### config.mk
export PLATFORM = sky130hd
export DESIGN_NAME = stream_zero_padder
export DESIGN_NICKNAME = d
export VERILOG_FILES = /design/src/rtl/zp_pkg.sv /design/src/rtl/zp_ctrl.sv /design/src/rtl/zp_out_reg.sv /design/src/rtl/stream_zero_padder.sv
export SDC_FILE = /design/constraint.sdc
export NUM_CORES = 1
export LEC_CHECK = 0
export CAP_MARGIN = 20
export CELL_PAD_IN_SITES_DETAIL_PLACEMENT = 0
export CELL_PAD_IN_SITES_GLOBAL_PLACEMENT = 1
export CORE_ASPECT_RATIO = 1.2
export CORE_MARGIN = 2
export CORE_UTILIZATION = 28
export DETAILED_ROUTE_END_ITERATION = 10
export PLACE_DENSITY_LB_ADDON = 0.1
export SLEW_MARGIN = 20
export SYNTH_ARGS = -nofsm -noshare
export SYNTH_HDL_FRONTEND = slang
export SYNTH_SLANG_ARGS = --single-unit
### constraint.sdc
create_clock -name clk -period 1.8 [get_ports clk]
set_input_delay 0.54 -clock clk [delete_from_list [all_inputs] [get_ports clk]]
set_output_delay 0.54 -clock clk [all_outputs]
set_load 0.05 [all_outputs]
### src/rtl/zp_pkg.sv
package zp_pkg;

   typedef enum logic [2:0] {
      ZP_IDLE   = 3'd0,
      ZP_SYNC   = 3'd1,
      ZP_STREAM = 3'd2,
      ZP_PAD    = 3'd3,
      ZP_FLUSH  = 3'd4
   } zp_state_e;

endpackage

### src/rtl/zp_ctrl.sv
// Transfer sequencer: counts words, chooses stream or zero source, gates the
// stream ready and retires the transfer once its final word leaves the output.
module zp_ctrl
   import zp_pkg::*;
#(
   parameter int LEN_W      = 12,
   parameter int SYNC_START = 0
) (
   input  logic             clk,
   input  logic             rst_n,
   input  logic             desc_valid,
   output logic             desc_ready,
   input  logic [LEN_W-1:0] desc_words,
   input  logic             desc_last,
   input  logic             s_tvalid,
   output logic             s_tready,
   input  logic             s_tlast,
   input  logic             s_tuser,
   input  logic             out_space,
   input  logic             out_final_taken,
   output logic             ld_en,
   output logic             ld_zero,
   output logic             ld_final,
   output logic             ld_blast
);

   localparam logic [LEN_W-1:0] ONE = LEN_W'(1);

   zp_state_e        state_q, state_d;
   zp_state_e        start_st;
   logic [LEN_W-1:0] left_q, left_d;
   logic             blast_q, blast_d;
   logic             in_phase, beat, take, pad_ld, at_end;

   generate
      if (SYNC_START != 0) begin : g_sync_start
         assign start_st = ZP_SYNC;
      end else begin : g_free_start
         assign start_st = ZP_STREAM;
      end
   endgenerate

   assign in_phase   = (state_q == ZP_STREAM) || (state_q == ZP_SYNC);
   assign s_tready   = in_phase && out_space;
   assign beat       = s_tvalid && s_tready;
   assign take       = beat && ((state_q == ZP_STREAM) || s_tuser);
   assign pad_ld     = (state_q == ZP_PAD) && out_space;
   assign at_end     = (left_q == ONE);
   assign desc_ready = (state_q == ZP_IDLE);

   assign ld_en    = take || pad_ld;
   assign ld_zero  = pad_ld;
   assign ld_final = ld_en && at_end;
   assign ld_blast = ld_final && blast_q;

   always_comb begin
      state_d = state_q;
      left_d  = left_q;
      blast_d = blast_q;
      unique case (state_q)
         ZP_IDLE: begin
            if (desc_valid) begin
               left_d  = desc_words;
               blast_d = desc_last;
               state_d = start_st;
            end
         end
         ZP_SYNC, ZP_STREAM: begin
            if (take) begin
               left_d = left_q - ONE;
               if (at_end)        state_d = ZP_FLUSH;
               else if (s_tlast)  state_d = ZP_PAD;
               else               state_d = ZP_STREAM;
            end
         end
         ZP_PAD: begin
            if (pad_ld) begin
               left_d = left_q - ONE;
               if (at_end) state_d = ZP_FLUSH;
            end
         end
         ZP_FLUSH: begin
            if (out_final_taken) state_d = ZP_IDLE;
         end
         default: state_d = ZP_IDLE;
      endcase
   end

   always_ff @(posedge clk) begin
      if (!rst_n) begin
         state_q <= ZP_IDLE;
         left_q  <= '0;
         blast_q <= 1'b0;
      end else begin
         state_q <= state_d;
         left_q  <= left_d;
         blast_q <= blast_d;
      end
   end

   // once a descriptor is taken the block is busy in the next cycle
   p_busy_after_desc_r2 : assert property (@(posedge clk) disable iff (!rst_n)
      (desc_valid && desc_ready) |=> !desc_ready);

   // zero-length descriptors are not allowed
   p_len_nonzero_r3 : assert property (@(posedge clk) disable iff (!rst_n)
      (desc_valid && desc_ready) |-> (desc_words != '0));

   // an early end of packet is followed by a stalled stream
   p_stall_after_tlast_r5 : assert property (@(posedge clk) disable iff (!rst_n)
      (take && s_tlast && !at_end) |=> !s_tready);

   // after the count is reached the stream stays stalled
   p_stall_after_count_r7 : assert property (@(posedge clk) disable iff (!rst_n)
      (take && at_end) |=> !s_tready);

endmodule

### src/rtl/zp_out_reg.sv
// One-word output stage with valid/ready hold; loads either stream data or zeros.
module zp_out_reg #(
   parameter int DATA_W = 32
) (
   input  logic              clk,
   input  logic              rst_n,
   input  logic              ld_en,
   input  logic              ld_zero,
   input  logic              ld_final,
   input  logic              ld_blast,
   input  logic [DATA_W-1:0] in_data,
   output logic              out_space,
   output logic              final_taken,
   output logic [DATA_W-1:0] wr_data,
   output logic              wr_valid,
   input  logic              wr_ready,
   output logic              wr_last
);

   logic [DATA_W-1:0] data_q;
   logic              valid_q, final_q, blast_q;

   assign out_space   = !valid_q || wr_ready;
   assign final_taken = valid_q && wr_ready && final_q;
   assign wr_data     = data_q;
   assign wr_valid    = valid_q;
   assign wr_last     = blast_q;

   always_ff @(posedge clk) begin
      if (!rst_n) begin
         data_q  <= '0;
         valid_q <= 1'b0;
         final_q <= 1'b0;
         blast_q <= 1'b0;
      end else if (out_space) begin
         valid_q <= ld_en;
         if (ld_en) begin
            data_q  <= ld_zero ? '0 : in_data;
            final_q <= ld_final;
            blast_q <= ld_blast;
         end
      end
   end

   // a stalled word holds its value
   p_hold_r8 : assert property (@(posedge clk) disable iff (!rst_n)
      (valid_q && !wr_ready) |=> (valid_q && $stable(data_q) && $stable(blast_q)));

   // completion is a single-cycle pulse
   p_done_pulse_r9 : assert property (@(posedge clk) disable iff (!rst_n)
      final_taken |=> !final_taken);

   // the buffer-end marker rides only on a final word
   p_last_on_final_r10 : assert property (@(posedge clk) disable iff (!rst_n)
      (valid_q && blast_q) |-> final_q);

endmodule

### src/rtl/stream_zero_padder.sv
module stream_zero_padder #(
   parameter int DATA_W     = 32,
   parameter int LEN_W      = 12,
   parameter int SYNC_START = 0
) (
   input  logic              clk,
   input  logic              rst_n,
   input  logic              desc_valid,
   output logic              desc_ready,
   input  logic [LEN_W-1:0]  desc_words,
   input  logic              desc_last,
   input  logic [DATA_W-1:0] s_tdata,
   input  logic              s_tvalid,
   output logic              s_tready,
   input  logic              s_tlast,
   input  logic              s_tuser,
   output logic [DATA_W-1:0] wr_data,
   output logic              wr_valid,
   input  logic              wr_ready,
   output logic              wr_last,
   output logic              xfer_done
);

   generate
      if (DATA_W < 8) begin : g_bad_data_w
         $error("stream_zero_padder: DATA_W must be at least 8");
      end
      if (LEN_W < 1 || LEN_W > 32) begin : g_bad_len_w
         $error("stream_zero_padder: LEN_W must be in 1..32");
      end
      if (SYNC_START != 0 && SYNC_START != 1) begin : g_bad_sync
         $error("stream_zero_padder: SYNC_START must be 0 or 1");
      end
   endgenerate

   logic out_space, final_taken, ld_en, ld_zero, ld_final, ld_blast;

   zp_ctrl #(
      .LEN_W      (LEN_W),
      .SYNC_START (SYNC_START)
   ) ctrl_i (
      .clk             (clk),
      .rst_n           (rst_n),
      .desc_valid      (desc_valid),
      .desc_ready      (desc_ready),
      .desc_words      (desc_words),
      .desc_last       (desc_last),
      .s_tvalid        (s_tvalid),
      .s_tready        (s_tready),
      .s_tlast         (s_tlast),
      .s_tuser         (s_tuser),
      .out_space       (out_space),
      .out_final_taken (final_taken),
      .ld_en           (ld_en),
      .ld_zero         (ld_zero),
      .ld_final        (ld_final),
      .ld_blast        (ld_blast)
   );

   zp_out_reg #(
      .DATA_W (DATA_W)
   ) out_i (
      .clk         (clk),
      .rst_n       (rst_n),
      .ld_en       (ld_en),
      .ld_zero     (ld_zero),
      .ld_final    (ld_final),
      .ld_blast    (ld_blast),
      .in_data     (s_tdata),
      .out_space   (out_space),
      .final_taken (final_taken),
      .wr_data     (wr_data),
      .wr_valid    (wr_valid),
      .wr_ready    (wr_ready),
      .wr_last     (wr_last)
   );

   assign xfer_done = final_taken;

   // no descriptor is offered a slot while a word is pending
   p_idle_no_word_r2 : assert property (@(posedge clk) disable iff (!rst_n)
      wr_valid |-> !desc_ready);

endmodule

# After elaboration in Yosys (flattened, before gate mapping)
# Cells that the tools add are included.
# totals
regBits	51
out_inout_bits	37
elab_cells	51
# classes
addsub	1
n_eq_ne	10
muxes	13
n_reduce_logical	20
# op_table
cell	count
2-to-1 mux 12 bit	3
one-hot mux 12 bit (3 select lines)	1
2-to-1 mux 32 bit	1
2-to-1 mux 3 bit	6
equality test 12 x 1 -> 1 bit (second input constant)	1
one-hot mux 3 bit (4 select lines)	1
subtractor 12 x 1 -> 12 bit (second input constant)	1
logical AND 1 bit	8
equality test 3 x 2 -> 1 bit (second input constant)	2
!= test 2 x 1 -> 1 bit (second input constant)	3
AND reduction 5 bit	1
logical OR 1 bit	4
!= test 2 bit (second input constant)	2
AND reduction 2 bit	2
AND reduction 4 bit	1
equality test 3 x 1 -> 1 bit (second input constant)	1
equality test 3 bit (second input constant)	1
logical NOT 3 bit	1
nonzero test 3 bit	1
OR reduction 2 bit	1
logical NOT 1 bit	1
2-to-1 mux 1 bit	1

# Logic depth before layout (Yosys ltp)
# Gate-level depths: netlist (run 1).
# logic_depth
ltp_word	8
depth_mapped	8

# Hierarchy
# A second synthesis (run 1) with hierarchy kept.
# unflattened
hier_cells	308
area_unflattened_um2	2736.4
# modules_own_cells
mod	instances	cells_per_inst	area_each_um2	seq_area_each_um2
zp_out_reg	1	157	1574.0	700.7
zp_ctrl	1	151	1162.4	320.3

# Worst setup path after synthesis (run 1)
# No wires, ideal clock.
# synth_path
kind	reg2out
startpoint	register out_i.valid_q (netlist: out_i.wr_valid)
endpoint	output port s_tready
t_arrival_ns	1.837
t_required_ns	1.260
path_slack_ns	-0.577
stages_incl_launch_ff	3
path_cell_list	dfxtp_1 > nor2b_1 > nor3_1
# synth_via
elab_chain_cells	3
# synth_rtl
item	line	text
start, declared	zp_out_reg.sv:21	logic valid_q, final_q, blast_q;
start signal, assigned	zp_out_reg.sv:36	valid_q <= ld_en;
logical NOT 1 bit	zp_out_reg.sv:23	assign out_space = !valid_q || wr_ready;
logical OR 1 bit	zp_out_reg.sv:23	
logical AND 1 bit	zp_ctrl.sv:44	assign s_tready = in_phase && out_space;
end, declared	stream_zero_padder.sv:14	output logic s_tready,
# Every way passes these cells.

# Final worst setup path (run 1)
# layout_path
startpoint	register ctrl_i.state_q[1]
endpoint	output port s_tready
# layout_via
elab_chain_cells	3
word_cells_on_any_way	4
classes_between	eq/ne: 2; reduce/logical: 2
# layout_rtl
item	line	text
start, declared	zp_ctrl.sv:29	zp_state_e state_q, state_d;
start signal, assigned	zp_ctrl.sv:95	state_q <= state_d;
equality test 3 x 2 -> 1 bit or equality test 3 x 1 -> 1 bit (tied branches)	zp_ctrl.sv:43	assign in_phase = (state_q == ZP_STREAM) || (state_q == ZP_SYNC);
logical OR 1 bit (*)	zp_ctrl.sv:43	
logical AND 1 bit (*)	zp_ctrl.sv:44	
# Every way passes the cells marked *; elsewhere a longest branch is shown, timed or not.

==> results of run 1 <==
-- final timing paths --
kind                                        from                            end  slack [ns]  cells past startpoint
setup / recovery  ctrl_i.state_q[1]$_SDFFE_PN0P_                       s_tready        0.02                      4
hold / removal        out_i.final_q$_SDFFE_PN0P_     out_i.final_q$_SDFFE_PN0P_        0.48                      2
setup reg to reg  ctrl_i.state_q[0]$_SDFFE_PN0P_  ctrl_i.left_q[8]$_SDFFE_PN0P_        0.10                      7
hold reg to reg       out_i.final_q$_SDFFE_PN0P_     out_i.final_q$_SDFFE_PN0P_        0.48                      2
-- power by group through the flow --
| stage | logic (W) | registers [W] | clock network (W) |
|---|---|---|---|
| floorplan | 0.000601 | 0.00152 | 0 |
| global placement | 0.00136 | 0.00134 | 0 |
| detailed placement | 0.00135 | 0.00133 | 0 |
| CTS | 0.00148 | 0.00131 | 0.000728 |
| global route | 0.00162 | 0.00133 | 0.000784 |
| finish | 0.00150 | 0.00132 | 0.000697 |
-- through the flow --
step | TNS, ns | instance area, sq um | total power, W
after CTS | 0 | 3650 | 0.00352
after global routing | -0.0517 | 3700 | 0.00373
after global placement | -18.08 | 3400 | 0.00269
after detailed placement | -18.10 | 3400 | 0.00268
final | 0 | 3700 | 0.00351
after floorplan | -0.0281 | 2250 | 0.00212
-- worst reg2reg max path: stages, from the launching register on --
cell     delay [ns]
dfxtp_4        0.44
buf_6          0.13
inv_2          0.04
or3_4          0.36
a21oi_4        0.22
buf_12         0.15
a21oi_1        0.06
a31o_2         0.21
-- synthesized netlist by cell type (3+ instances only) --
master	instances	area, sq um
a21oi_1	9	45.0
dfxtp_1	51	1020
a22o_1	24	210
inv_1	5	18.8
o211ai_1	3	22.5
nor3_1	6	30.0
o21ai_0	12	60.1
nor2_1	19	71.3
nor2b_1	3	18.8
o31ai_1	5	37.5
clkbuf_1	6	22.5
a21boi_1	4	30.0
buf_4	4	30.0
a21boi_0	4	30.0
nand2_1	24	90.1
or3_4	3	33.8
nand2b_1	3	18.8
buf_2	4	20.0
mux2i_1	9	90.1
a31oi_1	3	18.8
nand3_1	6	30.0
nand3b_1	3	22.5
-- registers in the layout (all words and copies together), names as in the netlist --
register / cells
ctrl_i.blast_q: 1
ctrl_i.left_q: 12
ctrl_i.state_q: 3
out_i.final_q: 1
out_i.wr_data: 32
out_i.wr_last: 1
out_i.wr_valid: 1
-- timing repair --
item,4_1_cts,5_1_grt
setup endpoints to repair,39,13
gates resized for setup,22,10
cloned,1,0
pin swaps,4,1
buffers inserted,6,2
-- area by class of cell --
cell class	instances	area (sq um)
Multi-Input combinational cell	169	1220
Timing Repair Buffer	125	1230
Clock inverter	3	22.5
Tap cell	92	115
Clock buffer	5	68.8
Inverter	5	18.8
Fill cell	768	4010
Sequential cell	51	1030
-- cell families (layout without fill, tap and decap cells) --
| family | count (synthesis) | in the layout | synth area share [%] |
|---|---|---|---|
| XOR/XNOR | 1 | 1 | 0.391 |
| adder cells (fa/ha/maj) | 2 | 2 | 1.12 |
| buffers and inverters | 19 | 138 | 4.08 |
| AND/OR/NAND/NOR | 76 | 76 | 17.5 |
| flip-flops | 51 | 51 | 45.6 |
| AO/OA/AOI/OAI | 81 | 81 | 27.4 |
| multiplexers | 9 | 9 | 4.02 |
-- per-layer routing --
layer  vias to the layer above  global-route usage [%]  part of all wire, %
li1                       1110                       -                    -
met1                      1002                    18.9                   45
met2                        69                    26.0                   48
met3                         7                    3.55                  6.1
met4                         0                    4.52                  1.4
met5                         -                       0                    0
==> run summary, run 1 <==
The flow ran to the end, and the final reports show no timing, DRC or antenna violations. Buffering stage count on the worst path with inverters included: 2. For this configuration, the core starts out at a cell density of 29.1%. The number of antenna violations at the first check in global routing is 0, and the number of placed instances, taps included is 434. On the critical path the largest part of the delay comes from flip-flops.

The placed wire-length estimate is 4.59 mm. The die covers 8740 sq um. The final clock period utilization by the worst path came out at 98.8%. The worst setup path is launched from a register. The count of cells in the finished layout, fillers not included, comes to 450. The logs give 2240 sq um for the synthesized area and 10.6 mm for the global-route wire length before repair. The async set-or-reset flop fraction in the synthesized netlist works out to 0%. STA classifies the critical path endpoint as a primary output. The actual slew at the worst max-slew pin was 0.363 ns. The tightest min-delay check is of the register to register type. TritonCTS built the clock tree.

For this design the top-level I/O count stands at 89. After synthesis, flip-flops and latches occupy 45.6% of the total area. The analysis attributes to net switching a power of 0.00127 W. In this run, post-CTS hold repair placed 0 buffers. Data on the critical path is required at its endpoint by 1.26 ns. The final weighted congestion in routability-driven placement was 0.738; the TritonCTS buffer count was 5. Timing analysis after detailed placement gives a worst setup slack of -0.452 ns. The largest individual stage delay along the critical path comes from the cell dfxtp_2. The final wirelength is 6.45 mm.

Measured along the x axis, the die boundary spans 85.7 um. Of the total power, the clock network draws 19.9%. The logs give 7710 sq um for the core footprint and 2139 for the via count of the first global-routing pass. For the leakage component of the power, the log shows 1.52 nW. The cell internal power dissipation was 0.00224 W; the total power density per cell area was 948 nW/um^2.

The longest clock path from root to sink contains 2 buffers. The run gives 0 as the setup violation total in the final timing report. The synthesized instance count was 239. In the routed design, unresolved DRC markers number 0. The detailed router finished its first iteration with 70 violations.

The run gives 411 as the final-stage net count. After clock tree synthesis, the clock-pin slew on the worst setup and hold paths is 0.09 ns. The worst path setup slack after routing was 0.0220 ns. The final critical-path required period works out to 1.78 ns. The final number of hold-violating endpoints came out at 0. The worst pin sits at a relative slew slack of 75.5%.

Leaving out fill and tap cells, the most frequent cell in the layout is buf_4. Across the VDD grid, the largest voltage drop is 446 uV. The average detailed-routed wire length per instance is 14.3 um.

A synthesized cell averages 9.38 sq um. The worst hold-check slack was 0.479 ns; the total congestion overflow was 0. Setup repair after global routing could not meet its margin everywhere. The area growth from synthesis to layout works out to 65.2%. On the final layout, the worst clock skew is 0.0118 ns. The number of antenna diodes in the final layout is 0. In this run, distinct cell masters in the synthesized netlist total 44. The tools report the arrival time reported for the critical path endpoint as 1.24 ns. The vertical die dimension was 102 um; the per-cell via count in the routed design was 4.86.

For this run, the leading register cell type out of synthesis is dfxtp_1. The later pin in the worst-skew pair is clocked with a latency of 0.31 ns. In this run the tool buffered the top-level ports with 88 buffer cells.

Walking the worst path, the cells encountered are buf_6 > xnor2_4 > nor3_4 > buf_6. The run gives 25 as the largest net degree at the start of global routing. In the layout the commonest cells are buf_4, dfxtp_1, clkdlybuf4s50_1. The initialized floorplan defines 35 standard-cell rows.

After synthesis the netlist holds a flip-flop and latch count of 51. Number of sinks driven by the clock tree: 51. The count of flip-flops with a built-in enable after synthesis came out at 0. The maximum clock rate is 562 MHz, and the first-pass iteration count of the detailed router is 4. The synthesized net count was 293. The critical setup path kind is register to primary output. The cell type with the highest occurrence count on the critical path is buf_6. The worst-path maximum fanout was 3.

Of the total power, registers draw 37.5%. The tool flagged a number of max-cap violations equal to 0. For the overall routing resource usage, the log shows 15.1%. The run gives 0 as the number of routed nets with antenna violations. The number of synthesis warnings was 0; the switching power share of the total was 36.3%. CTS built an H-tree with a depth of 2.

The share of layout cells above drive strength 1 came out at 29.9%. The run gives 0 as the final-report max-slew violation count. The combinational power share is 42.7%, and the detailed-route via count is 2188. The stage delay of the slowest cell on the critical path was 0.33 ns; the end-of-flow core utilization was 48.0%. The tree is rooted in a clkbuf_8.
Power figures use the tool's default switching activity.
==> inputs of run 2 (changes only) <==
--- a/config.mk
+++ b/config.mk
@@ -10,10 +10,11 @@
 export CELL_PAD_IN_SITES_GLOBAL_PLACEMENT = 1
 export CORE_ASPECT_RATIO = 1.2
 export CORE_MARGIN = 2
-export CORE_UTILIZATION = 28
+export CORE_UTILIZATION = 31
 export DETAILED_ROUTE_END_ITERATION = 10
 export PLACE_DENSITY_LB_ADDON = 0.1
 export SLEW_MARGIN = 20
 export SYNTH_ARGS = -nofsm -noshare
 export SYNTH_HDL_FRONTEND = slang
+export SYNTH_HIERARCHICAL = 1
 export SYNTH_SLANG_ARGS = --single-unit
==> run 2 against run 1 <==
Against the previous run: power is 15% higher; global-route usage is 0.19 points higher; sequential power is 8% higher; core utilization is 1.8 points lower; clock power is 5.0% lower; via count is 16% higher; die area is 9.8% higher; final cell count is 17% higher; first-iteration DRC count is 7.1% lower; design area is 7.0% higher; register-to-register slack better by 0.02 ns; synthesized area is 22% higher; largest cell class is now multi-input combinational cells.
==> run summary, run 2 <==
The number of sinks driven by the clock tree was 51 (unchanged). The buffering stage count on the worst path with inverters included is 2 (unchanged). TritonCTS built the clock tree.

The logs give 12.1 mm (+15%) for the global-route wire length before repair and 0 (unchanged) for the total congestion overflow. The number of synthesis warnings is 6 (+6), and the die area is 9600 sq um (+9.8%). Final number of hold-violating endpoints: 0 (unchanged). The area share of the largest cell type after synthesis came out at 37.3% (-8.2 points). The final clock period utilization by the worst path is 98.3% (-0.51 points), and the placed wire-length estimate is 5.03 mm (+9.5%). The worst hold-check slack was 0.462 ns (-0.0168 ns). Count of flip-flops with a built-in enable after synthesis: 0 (unchanged).

Flip-flop count of the largest register after layout: 32 (unchanged). For the sequential area share after synthesis, the log shows 37.3% (-8.2 points). The maximum clock rate is 565 MHz (+0.52%). The async set-or-reset flop fraction in the synthesized netlist is 0% (unchanged). The per-instance average area after synthesis was 8.88 sq um (-5.2%); the final setup TNS was 0 ns (unchanged).

Among all flip-flop cells after synthesis, the most frequent one is dfxtp_1. The number of hold buffers added after cts is 0 (unchanged), and the total met2 wirelength after detailed routing is 3.61 mm (+17%). Clock-pin slew of the registers on the worst-case setup and hold paths: 0.10 ns (about the same).

By startpoint and endpoint, the worst setup path is classified as input port to primary output. Stage delay of the slowest cell on the critical path: 0.25 ns (-0.08 ns). Yosys attributes the largest share of cell area to dfxtp_1, mux2i_1, nand3b_1.

I/O pin count: 89 (unchanged). The logs give 1.57 nW (+3.0%) for the leakage component of the power and 0 (unchanged) for the diode insertion count for antenna repair. The logs give 15.3% (+0.19 points) for the overall routing resource usage and 0 (unchanged) for the final-report max-slew violation count. Broken down by cell family, the worst path's largest delay share belongs to buffers and inverters. The synthesized net count is 362 (+24%), and the end-of-flow core utilization is 46.3% (-1.8 points). The worst clock skew came out at 0.00488 ns (-0.00689 ns).

The clock latency on the worst-skew pair was 0.30 ns (about the same). In the layout the commonest cells are buf_4, nand2_1, dfxtp_1, clkdlybuf4s50_1, mux2i_1. The width of the die was 89.8 um (+4.8%).

The worst-path maximum fanout is 3 (unchanged), and the actual slew at the worst max-slew pin is 0.453 ns (+0.0895 ns). The area growth from synthesis to layout is 44.8%. The data required time of the worst path is 1.26 ns (about the same), and the remaining routing DRC violations is 0 (unchanged). For the max-cap check violation count, the log shows 0 (unchanged). Worst IR drop on VDD: 377 uV (-16%).

The most numerous cell type found on the critical path is nand2b_4. Top layer reached by signal wires: met4. The number of different library cells in the post-synthesis netlist was 53 (+20%); the TritonCTS buffer count was 5 (unchanged).

For the arrival time reported for the critical path endpoint, the log shows 1.23 ns (about the same). The slack of the worst reg-to-reg path is 0.12 ns (+0.02 ns). Vertical die dimension: 107 um (+4.8%). The per-cell via count in the routed design is 4.81 (-1.1%). The total power density per cell area came out at 1020 nW/um^2 (+7.5%). Critical-path cell with the highest stage delay: dlygate4sd2_1. For the final-stage net count, the log shows 462 (+12%). Sum of routed wire segments on met1: 3.37 mm (+17%). The largest net degree at the start of global routing is 75 (+200%), and the first-pass iteration count of the detailed router is 4 (unchanged). The number of filler instances in the final layout came out at 867 (+13%). The run gives 8560 sq um (+11%) as the core footprint. The run gives 69.8% (-5.7 points) as the worst relative slew slack. Ranked by instance count, the synthesized netlist is headed by dfxtp_1, nand2_1, mux2i_1.

The root buffer cell was clkbuf_8. The critical path goes through dlygate4sd2_1 > nand2b_4 > nand2b_4 > nor2_4 > buf_12. The number of placed instances, taps included is 508 (+17%). The count of buffers from port buffering was 88 (unchanged); the maximum level of the CTS H-tree was 2 (unchanged). The synthesized instance count was 308 (+29%).

The initial detailed-routing violation count was 65 (-7.1%). The flow ran to the end, and the final reports show no timing, DRC or antenna violations. Most common library cell in the layout ignoring fill and taps: buf_4.

The final critical-path required period is 1.77 ns (-0.00925 ns), and the number of rows in the core area is 37 (+5.7%). The min-delay analysis places its worst path in the category register to register. The run gives 7.35 mm (+14%) as the final wirelength. The share of layout cells above drive strength 1 works out to 23.7% (-6.2 points).

The worst setup path is launched from an input port. Detailed-route via count: 2529 (+16%). The starting density of the core is 32.0% (+2.9 points). The number of antenna violations at the first check in global routing is 0 (unchanged). The tools report the amount of wire on met3 after detailed routing as 296 um (-25%).

The via count of the first global-routing pass came out at 2464 (+15%). The register bit total from synthesis was 51 (unchanged); the maximum number of buffers from clock root to sink was 2 (unchanged). The worst setup path is captured at a primary output.

The largest area contributor in the synthesized netlist is dfxtp_1. The logs give 0 (unchanged) for the setup violation total in the final timing report and 0 (unchanged) for the number of routed nets with antenna violations. The tools report the final weighted congestion in routability-driven placement as 0.791 (+7.2%).

For the count of non-filler cells in the finished layout, the log shows 526 (+17%). Synthesized area: 2740 sq um (+22%). The average detailed-routed wire length per instance was 14.0 um (-2.5%).
-- run 2: cell types whose count changed in the layout (fill, tap and decap cells not counted), sizes merged, moves of 4 or more --
cell | before | now
a21boi | 9 | 1
a21o | 1 | 8
a22o | 24 | 0
buf | 74 | 68
mux2i | 9 | 35
nand2 | 24 | 52
nand3b | 3 | 34
nand4 | 0 | 5
nor2 | 19 | 15
nor3 | 7 | 3
o31ai | 5 | 1
-- run 2: kinds of logic after synthesis --
kind of cell	count (synthesis)	share of synthesized area (%)
flip-flops	51	37.3
buffers and inverters	33	7.41
AO/OA/AOI/OAI	57	14.4
adder cells (fa/ha/maj)	2	0.914
XOR/XNOR	1	0.320
AND/OR/NAND/NOR	129	26.9
multiplexers	35	12.8
-- run 2: per-layer routing --
layer  vias up  track usage (%)
li1       1283                -
met3         5             3.09
met5         -                0
met2        60             27.0
met1      1181             19.4
met4         0             3.63
-- run 2: metrics by stage --
step / area, sq um / power (W) / setup WS, ns
floorplan: 2740 / 0.00271 / -0.0262
global placement: 3750 / 0.00330 / -0.400
detailed placement: 3750 / 0.00331 / -0.417
CTS: 3860 / 0.00401 / -0.0917
global route: 3960 / 0.00429 / -0.000842
finish: 3960 / 0.00404 / 0.0312
-- run 2: timing repair --
action                                  CTS  global route
pin swaps                                 2             3
cloned                                    0             0
buffers inserted                          1             9
gates resized for setup                  11             7
endpoints found under the setup margin   43            16
-- run 2: final timing paths --
path | depth (start not counted) | endpoint | from
worst max register to register | 5 | ctrl_i/left_q[0]$_SDFFE_PN0P_ | ctrl_i/state_q[0]$_SDFFE_PN0P_
worst min register to register | 2 | out_i/wr_data[27]$_SDFFE_PN0P_ | out_i/wr_data[27]$_SDFFE_PN0P_
worst max-delay path | 5 | s_tready | wr_ready
worst min-delay path | 2 | out_i/wr_data[27]$_SDFFE_PN0P_ | out_i/wr_data[27]$_SDFFE_PN0P_
-- run 2: worst reg2reg max path: stages, from the launching register on --
cell	delay, ns
dfxtp_4	0.38
buf_4	0.14
or3b_4	0.36
a31o_4	0.28
a211o_1	0.26
and3_1	0.17
-- run 2: area by class of cell --
| type | instances | area (sq um) | area share [%] |
|---|---|---|---|
| multi-input combinational | 224 | 1560 | 39.3 |
| timing repair buffer | 118 | 1110 | 28.1 |
| sequential | 51 | 1030 | 26.0 |
| tap | 117 | 146 | 3.70 |
| clock buffer | 6 | 72.6 | 1.83 |
| inverter | 8 | 30.0 | 0.758 |
| clock inverter | 2 | 12.5 | 0.316 |
-- run 2: where the power goes --
part | internal (W) | switching [W] | leakage, nW
Combinational | 0.000893 | 0.00105 | 1.11
Clock | 0.000273 | 0.000389 | 0.0412
Sequential | 0.00129 | 0.000146 | 0.419
